--- config.mk ---
export PLATFORM = sky130hd
export DESIGN_NAME = pwm_quad
export DESIGN_NICKNAME = d
export VERILOG_FILES = /design/src/rtl/pwm_quad_pkg.sv /design/src/rtl/pwm_regs.sv /design/src/rtl/pwm_prescaler.sv /design/src/rtl/pwm_channel.sv /design/src/rtl/pwm_quad.sv
export SDC_FILE = /design/constraint.sdc
export NUM_CORES = 1
export LEC_CHECK = 0
export BUFFER_PORTS_ARGS = -buffer_cell sky130_fd_sc_hd__buf_2
export CAP_MARGIN = 20
export CORE_MARGIN = 4
export CORE_UTILIZATION = 61
export CTS_CLUSTER_SIZE = 16
export DETAILED_ROUTE_END_ITERATION = 6
export PLACE_DENSITY_LB_ADDON = 0.1
export SKIP_CTS_REPAIR_TIMING = 1
export SYNTH_ARGS = -nofsm -noshare
export SYNTH_HDL_FRONTEND = slang
export SYNTH_SLANG_ARGS = --single-unit
--- constraint.sdc ---
create_clock -name clk -period 5.7 [get_ports clk]
set_clock_uncertainty 0.05 [all_clocks]
set_input_delay 1.14 -clock clk [delete_from_list [all_inputs] [get_ports clk]]
set_output_delay 1.14 -clock clk [all_outputs]
set_load 0.005 [all_outputs]
--- src/rtl/pwm_quad_pkg.sv ---
package pwm_quad_pkg;
  // word indices of the register map
  localparam int unsigned WORD_CTRL  = 0;
  localparam int unsigned WORD_CNTEN = 1;
  localparam int unsigned WORD_DIV0  = 2;
  // bit position of the first force-high bit in the control word
  localparam int unsigned FORCE_LSB  = 8;
  // bit position of the selector inside a duty word
  localparam int unsigned SEL_LSB    = 8;

  typedef enum logic [2:0] {
    RK_CTRL,
    RK_CNTEN,
    RK_DIV,
    RK_DUTY,
    RK_NONE
  } reg_kind_e;
endpackage

--- src/rtl/pwm_regs.sv ---
module pwm_regs
  import pwm_quad_pkg::*;
#(
  parameter int unsigned NCH    = 4,
  parameter int unsigned DIV_W  = 16,
  parameter int unsigned DUTY_W = 8,
  parameter int unsigned SEL_W  = 2,
  parameter int unsigned ADDR_W = 4,
  parameter int unsigned DATA_W = 32
) (
  input  logic                        clk,
  input  logic                        rst_n,
  input  logic                        wr_en,
  input  logic                        rd_en,
  input  logic [ADDR_W-1:0]           addr,
  input  logic [DATA_W-1:0]           wdata,
  output logic [DATA_W-1:0]           rd_data,
  output logic [NCH-1:0]              out_en,
  output logic [NCH-1:0]              force_hi,
  output logic [NCH-1:0]              cnt_en,
  output logic [NCH-1:0][DIV_W-1:0]   div_val,
  output logic [NCH-1:0][DUTY_W-1:0]  duty_val,
  output logic [NCH-1:0][SEL_W-1:0]   duty_sel
);
  localparam int unsigned WORD_DUTY0 = WORD_DIV0 + NCH;
  localparam int unsigned WORD_LAST  = WORD_DUTY0 + NCH - 1;

  reg_kind_e               kind;
  logic [$clog2(NCH)-1:0]  idx;
  logic [DATA_W-1:0]       rd_mux;
  logic                    unused_wdata;

  assign unused_wdata = ^wdata;

  // address decode
  always_comb begin
    kind = RK_NONE;
    idx  = '0;
    if (addr == ADDR_W'(WORD_CTRL)) kind = RK_CTRL;
    else if (addr == ADDR_W'(WORD_CNTEN)) kind = RK_CNTEN;
    else begin
      for (int i = 0; i < NCH; i++) begin
        if (addr == ADDR_W'(WORD_DIV0 + i)) begin
          kind = RK_DIV;
          idx  = i[$clog2(NCH)-1:0];
        end
        if (addr == ADDR_W'(WORD_DUTY0 + i)) begin
          kind = RK_DUTY;
          idx  = i[$clog2(NCH)-1:0];
        end
      end
    end
  end

  // register storage
  always_ff @(posedge clk or negedge rst_n) begin
    if (!rst_n) begin
      out_en   <= '0;
      force_hi <= '0;
      cnt_en   <= '0;
      div_val  <= '0;
      duty_val <= '0;
      duty_sel <= '0;
    end else if (wr_en) begin
      unique case (kind)
        RK_CTRL: begin
          out_en   <= wdata[NCH-1:0];
          force_hi <= wdata[FORCE_LSB +: NCH];
        end
        RK_CNTEN: cnt_en <= wdata[NCH-1:0];
        RK_DIV:   div_val[idx] <= wdata[DIV_W-1:0];
        RK_DUTY: begin
          duty_val[idx] <= wdata[DUTY_W-1:0];
          duty_sel[idx] <= wdata[SEL_LSB +: SEL_W];
        end
        default: ;
      endcase
    end
  end

  // read multiplexer
  always_comb begin
    rd_mux = '0;
    unique case (kind)
      RK_CTRL: begin
        rd_mux[NCH-1:0]          = out_en;
        rd_mux[FORCE_LSB +: NCH] = force_hi;
      end
      RK_CNTEN: rd_mux[NCH-1:0] = cnt_en;
      RK_DIV:   rd_mux[DIV_W-1:0] = div_val[idx];
      RK_DUTY: begin
        rd_mux[DUTY_W-1:0]       = duty_val[idx];
        rd_mux[SEL_LSB +: SEL_W] = duty_sel[idx];
      end
      default: ;
    endcase
  end

  always_ff @(posedge clk or negedge rst_n) begin
    if (!rst_n)     rd_data <= '0;
    else if (rd_en) rd_data <= rd_mux;
  end

  // reads outside the map come back as zero
  assert_undef_read_zero_R4: assert property (@(posedge clk) disable iff (!rst_n)
    (rd_en && (addr > ADDR_W'(WORD_LAST))) |=> (rd_data == '0));

  // read data only moves on a read strobe
  assert_rd_hold_R3: assert property (@(posedge clk) disable iff (!rst_n)
    !rd_en |=> $stable(rd_data));
endmodule

--- src/rtl/pwm_prescaler.sv ---
module pwm_prescaler #(
  parameter int unsigned DIV_W = 16
) (
  input  logic             clk,
  input  logic             rst_n,
  input  logic [DIV_W-1:0] div_val,
  output logic             tick
);
  logic [DIV_W-1:0] count_q;
  logic             stopped;

  assign stopped = (div_val == '0);
  // compare with >= so that a shrunken divide value takes hold at once
  assign tick = !stopped && (count_q >= div_val - DIV_W'(1));

  always_ff @(posedge clk or negedge rst_n) begin
    if (!rst_n)                count_q <= '0;
    else if (stopped || tick)  count_q <= '0;
    else                       count_q <= count_q + DIV_W'(1);
  end

  // a stopped prescaler never ticks
  assert_stopped_no_tick_R5: assert property (@(posedge clk) disable iff (!rst_n)
    (div_val == '0) |-> !tick);

  // each tick restarts the interval count
  assert_tick_restart_R5: assert property (@(posedge clk) disable iff (!rst_n)
    tick |=> (count_q == '0));
endmodule

--- src/rtl/pwm_channel.sv ---
module pwm_channel #(
  parameter int unsigned NDIV   = 4,
  parameter int unsigned DUTY_W = 8,
  parameter int unsigned SEL_W  = 2
) (
  input  logic              clk,
  input  logic              rst_n,
  input  logic [NDIV-1:0]   ticks,
  input  logic [SEL_W-1:0]  sel,
  input  logic [DUTY_W-1:0] duty,
  input  logic              out_en,
  input  logic              force_hi,
  input  logic              cnt_en,
  output logic              pwm
);
  logic [DUTY_W-1:0] step_q;
  logic              step_tick;

  assign step_tick = (32'(sel) < NDIV) ? ticks[sel] : 1'b0;

  always_ff @(posedge clk or negedge rst_n) begin
    if (!rst_n)         step_q <= '0;
    else if (!cnt_en)   step_q <= '0;
    else if (step_tick) step_q <= step_q + DUTY_W'(1);
  end

  // output enable wins, then force-high, then the duty compare
  always_comb begin
    if (!out_en)       pwm = 1'b0;
    else if (force_hi) pwm = 1'b1;
    else               pwm = (step_q < duty);
  end

  // disabled output is low
  assert_off_low_R9: assert property (@(posedge clk) disable iff (!rst_n)
    !out_en |-> !pwm);

  // forced output is high
  assert_force_high_R10: assert property (@(posedge clk) disable iff (!rst_n)
    (out_en && force_hi) |-> pwm);

  // held counter sits at zero
  assert_hold_zero_R8: assert property (@(posedge clk) disable iff (!rst_n)
    !cnt_en |=> (step_q == '0));

  // a selected tick advances the counter by one with wrap
  assert_step_one_R6: assert property (@(posedge clk) disable iff (!rst_n)
    (cnt_en && step_tick) |=> (step_q == $past(step_q) + DUTY_W'(1)));
endmodule

--- src/rtl/pwm_quad.sv ---
module pwm_quad
  import pwm_quad_pkg::*;
#(
  parameter int unsigned NCH    = 4,
  parameter int unsigned DIV_W  = 16,
  parameter int unsigned DUTY_W = 8,
  parameter int unsigned ADDR_W = 4,
  parameter int unsigned DATA_W = 32
) (
  input  logic              clk,
  input  logic              rst_n,
  input  logic              wr_en,
  input  logic              rd_en,
  input  logic [ADDR_W-1:0] addr,
  input  logic [DATA_W-1:0] wdata,
  output logic [DATA_W-1:0] rd_data,
  output logic [NCH-1:0]    pwm_out
);
  localparam int unsigned SEL_W = $clog2(NCH);

  logic [NCH-1:0]             out_en;
  logic [NCH-1:0]             force_hi;
  logic [NCH-1:0]             cnt_en;
  logic [NCH-1:0][DIV_W-1:0]  div_val;
  logic [NCH-1:0][DUTY_W-1:0] duty_val;
  logic [NCH-1:0][SEL_W-1:0]  duty_sel;
  logic [NCH-1:0]             ticks;

  pwm_regs #(
    .NCH(NCH), .DIV_W(DIV_W), .DUTY_W(DUTY_W),
    .SEL_W(SEL_W), .ADDR_W(ADDR_W), .DATA_W(DATA_W)
  ) u_regs (
    .clk(clk), .rst_n(rst_n), .wr_en(wr_en), .rd_en(rd_en),
    .addr(addr), .wdata(wdata), .rd_data(rd_data),
    .out_en(out_en), .force_hi(force_hi), .cnt_en(cnt_en),
    .div_val(div_val), .duty_val(duty_val), .duty_sel(duty_sel)
  );

  for (genvar d = 0; d < NCH; d++) begin : g_pre
    pwm_prescaler #(.DIV_W(DIV_W)) u_pre (
      .clk(clk), .rst_n(rst_n), .div_val(div_val[d]), .tick(ticks[d])
    );
  end

  for (genvar c = 0; c < NCH; c++) begin : g_ch
    pwm_channel #(.NDIV(NCH), .DUTY_W(DUTY_W), .SEL_W(SEL_W)) u_ch (
      .clk(clk), .rst_n(rst_n), .ticks(ticks), .sel(duty_sel[c]),
      .duty(duty_val[c]), .out_en(out_en[c]), .force_hi(force_hi[c]),
      .cnt_en(cnt_en[c]), .pwm(pwm_out[c])
    );
  end
endmodule

==> flow_metrics.env <==
export IMPL_status="finished clean"
export IMPL_syn_area_sq_mm=0.0139
export IMPL_synth_seq_area_share=0.412
export IMPL_cp_required_ns=6.09
export IMPL_clk_insertion_delay_late_ns=0.53
export IMPL_gp_congestion=0.894
export IMPL_synthArstFlopShare=1.00
export IMPL_ys_warn_count=0
export IMPL_num_vias=10445
export IMPL_rsz0062_at_grt="false"
export IMPL_fin_area_sq_mm=0.0151
export IMPL_netlist_top_cells_area="dfrtp_1 (41%), ha_1 (9.8%), mux2_2 (5.5%)"
export IMPL_cap_viol_max_count=0
export IMPL_cpMostUsedCell="or4_1"
export IMPL_crit_arrival_ns=5.08
export IMPL_synth_cells=1405
export IMPL_synth_main_ff_cell="dfrtp_1"
export IMPL_worstSetupPathType="register to register"
export IMPL_dp_hpwl_um=23600
export IMPL_path_buf_inv=0
export IMPL_end_kind="register"
export IMPL_layout_drive_gt1_share=0.120
export IMPL_avgSynthCellArea_sq_um=9.86
export IMPL_cts_buffers=26
export IMPL_postRouteAntennaNets=0
export IMPL_dieWidth_um=159
export IMPL_core_area_sq_mm=0.0221
export IMPL_syn_to_final_growth_pct=9.03
export IMPL_combPwrFrac=0.271
export IMPL_ios=76
export IMPL_grt_overflow=0
export IMPL_fin_crit_ns=4.68
export IMPL_synth_edff_count=0
export IMPL_crit_family="simple AND/OR/NAND/NOR gates"
export IMPL_clk_pin_slew_ns=0.06
export IMPL_wl_per_cell_um=19.0
export IMPL_finalHoldViolations=0
export IMPL_cts_root_buf="clkbuf_16"
export IMPL_setup_violations=0
export IMPL_max_freq_mhz=213
export IMPL_fin_crit_sh=0.822
export IMPL_setup_tns_final_ns=0
export IMPL_placed_cell_area_sq_mm=0.0142
export IMPL_startpoint_type="register"
export IMPL_max_stage_delay_ns=0.66
export IMPL_power_internal_mw=3.76
export IMPL_drc=0
export IMPL_crit_chain="or4_1 -> nor3_1 -> nand2_1 -> nor4_1 -> xnor2_1 -> ha_1 -> nand4_2 -> nor4_2 -> o211ai_1 -> o211ai_2 -> nand2_2 -> mux4_2 -> or4_1 -> a21boi_1"
export IMPL_instances_no_fill=1727
export IMPL_netlist_top_cells_count="dfrtp_1 (228), nor2_1 (156), ha_1 (108)"
export IMPL_power_density_mw_per_mm2=373
export IMPL_rows=54
export IMPL_drtIter0Drc=770
export IMPL_ir_drop_mv=0.247
export IMPL_cts_max_level=1
export IMPL_io_buffers=43
export IMPL_grt_pass1_vias=10119
export IMPL_swShare=0.333
export IMPL_cts_tree="done"
export IMPL_p_clk_frac=0.311
export IMPL_share_seq_of_total_power=0.418
export IMPL_slew_viol_final=0
export IMPL_drtPass1Iterations=5
export IMPL_grt_pass1_wl_um=54300
export IMPL_crit_fanout=13
export IMPL_critical_path_slowest_cell="mux4_2"
export IMPL_dp_cells=1680
export IMPL_slew_headroom=0.333
export IMPL_die_h_um=159
export IMPL_ys_seq_elements=228
export IMPL_dieArea_sq_mm=0.0252
export IMPL_clk_path_buf_depth=3
export IMPL_synth_most_common_cell="dfrtp_1"
export IMPL_synth_top_area_share=0.412
export IMPL_ys_types=62
export IMPL_synth_top_area_cell="dfrtp_1"
export IMPL_start_util=0.627
export IMPL_grt_usage=0.260
export IMPL_antenna_found_initial=1
export IMPL_num_antenna_cells=0
export IMPL_p_switching_mw=1.88
export IMPL_worst_slew_pin_slew_ns=1.00
export IMPL_hold_ws_ns=0.453
export IMPL_cts_sinks=228
export IMPL_leakagePower_nw=6.91
export IMPL_finalWirelength_um=32900
export IMPL_holdCritPathClass="register to register"
export IMPL_fin_nets=1577
export IMPL_viasPerCell=6.05
export IMPL_grt_max_degree=126
logic make-up after synthesis:
family / after synthesis / share of synthesized area
AOI/OAI and AO/OA: 222 / 0.104
xor gates and xnor gates: 115 / 0.0727
adders and majority gates: 108 / 0.0975
buffers and inverters: 140 / 0.0452
DFF: 228 / 0.412
muxes: 131 / 0.107
other: 1 / 0.000271
and+or+nand+nor: 460 / 0.161
flip-flops by register name (all words and copies together), names as in the netlist:
name / count
g_ch.u_ch.step_q: 32
u_regs.out_en: 4
g_pre.u_pre.count_q: 64
u_regs.div_val: 64
u_regs.force_hi: 4
u_regs.duty_sel: 8
u_regs.duty_val: 32
u_regs.rd_data: 16
u_regs.cnt_en: 4
layer usage:
layer / vias to the layer above / GRT usage / wire length (um)
met1: 5073 / 0.387 / 15600
met4: 2 / 0.0623 / 761
met2: 284 / 0.411 / 14900
met3: 62 / 0.0301 / 1540
li1: 5024 / - / -
met5: - / 0 / 12
stage by stage:
stage | util | power (mW) | worst slack, ns
after floorplan | - | 3.43 | 1.66
after global placement | 0.642 | 3.82 | 1.19
after detailed placement | 0.642 | 3.89 | 1.04
after CTS | 0.683 | 5.67 | 1.02
after global routing | 0.684 | 6.03 | 0.645
final | 0.684 | 5.64 | 1.02
path summary, 6_finish.rpt:
kind | startpoint | slack [ns] | to | cells after the start
min in group asynchronous | rst_n | 0.62 | g_pre[1].u_pre.count_q[6] | 1
max | u_regs.div_val[53] | 1.02 | g_ch[3].u_ch.step_q[7] | 14
max in group asynchronous | rst_n | 3.67 | g_ch[3].u_ch.step_q[6] | 2
min | u_regs.rd_data[13] | 0.45 | u_regs.rd_data[13] | 1
max reg2reg | u_regs.div_val[53] | 1.02 | g_ch[3].u_ch.step_q[7] | 14
min reg2reg | u_regs.rd_data[13] | 0.45 | u_regs.rd_data[13] | 1
power by group through the flow:
stage	clock network (mW)	logic, mW	registers (mW)
floorplan	0	1.22	2.21
global placement	0	1.46	2.36
detailed placement	0	1.52	2.37
CTS	1.79	1.54	2.34
global route	1.86	1.75	2.41
finish	1.75	1.53	2.36
cell type report:
type                    count  area (sq um)
flip-flops and latches    228          5710
well taps                 280           350
clock inverters             7           115
multi-input cells        1052          7580
fillers                  1772          6990
repair buffers             53           300
clock buffers              39           801
inverters                  68           255
cells in the final DEF (no fill, tap or decap), types with 8 or more instances in the layout:
master	synthesis	final
nand2b_1	19	19
conb_1	1	16
xor2_1	45	45
or3_1	18	18
mux2i_1	26	26
o21ai_1	31	31
xnor2_1	70	70
o22ai_1	9	9
nor2_1	156	156
dfrtp_1	228	228
mux2_2	68	68
buf_2	6	42
mux2_1	33	33
nor3_1	28	28
inv_1	67	67
a221o_1	9	9
clkbuf_16	0	27
nand4_1	27	27
and3_1	16	16
nor3b_1	8	8
a21boi_1	15	15
nor2b_1	15	15
or4_1	10	10
a221oi_1	16	16
clkbuf_8	0	8
ha_1	108	108
nor4_1	17	17
a21oi_1	66	66
nand3_1	54	54
o21ai_0	21	21
a21o_1	14	14
buf_4	23	10
nand2_1	80	80
Note: power is estimated with default switching activity, not from simulation.
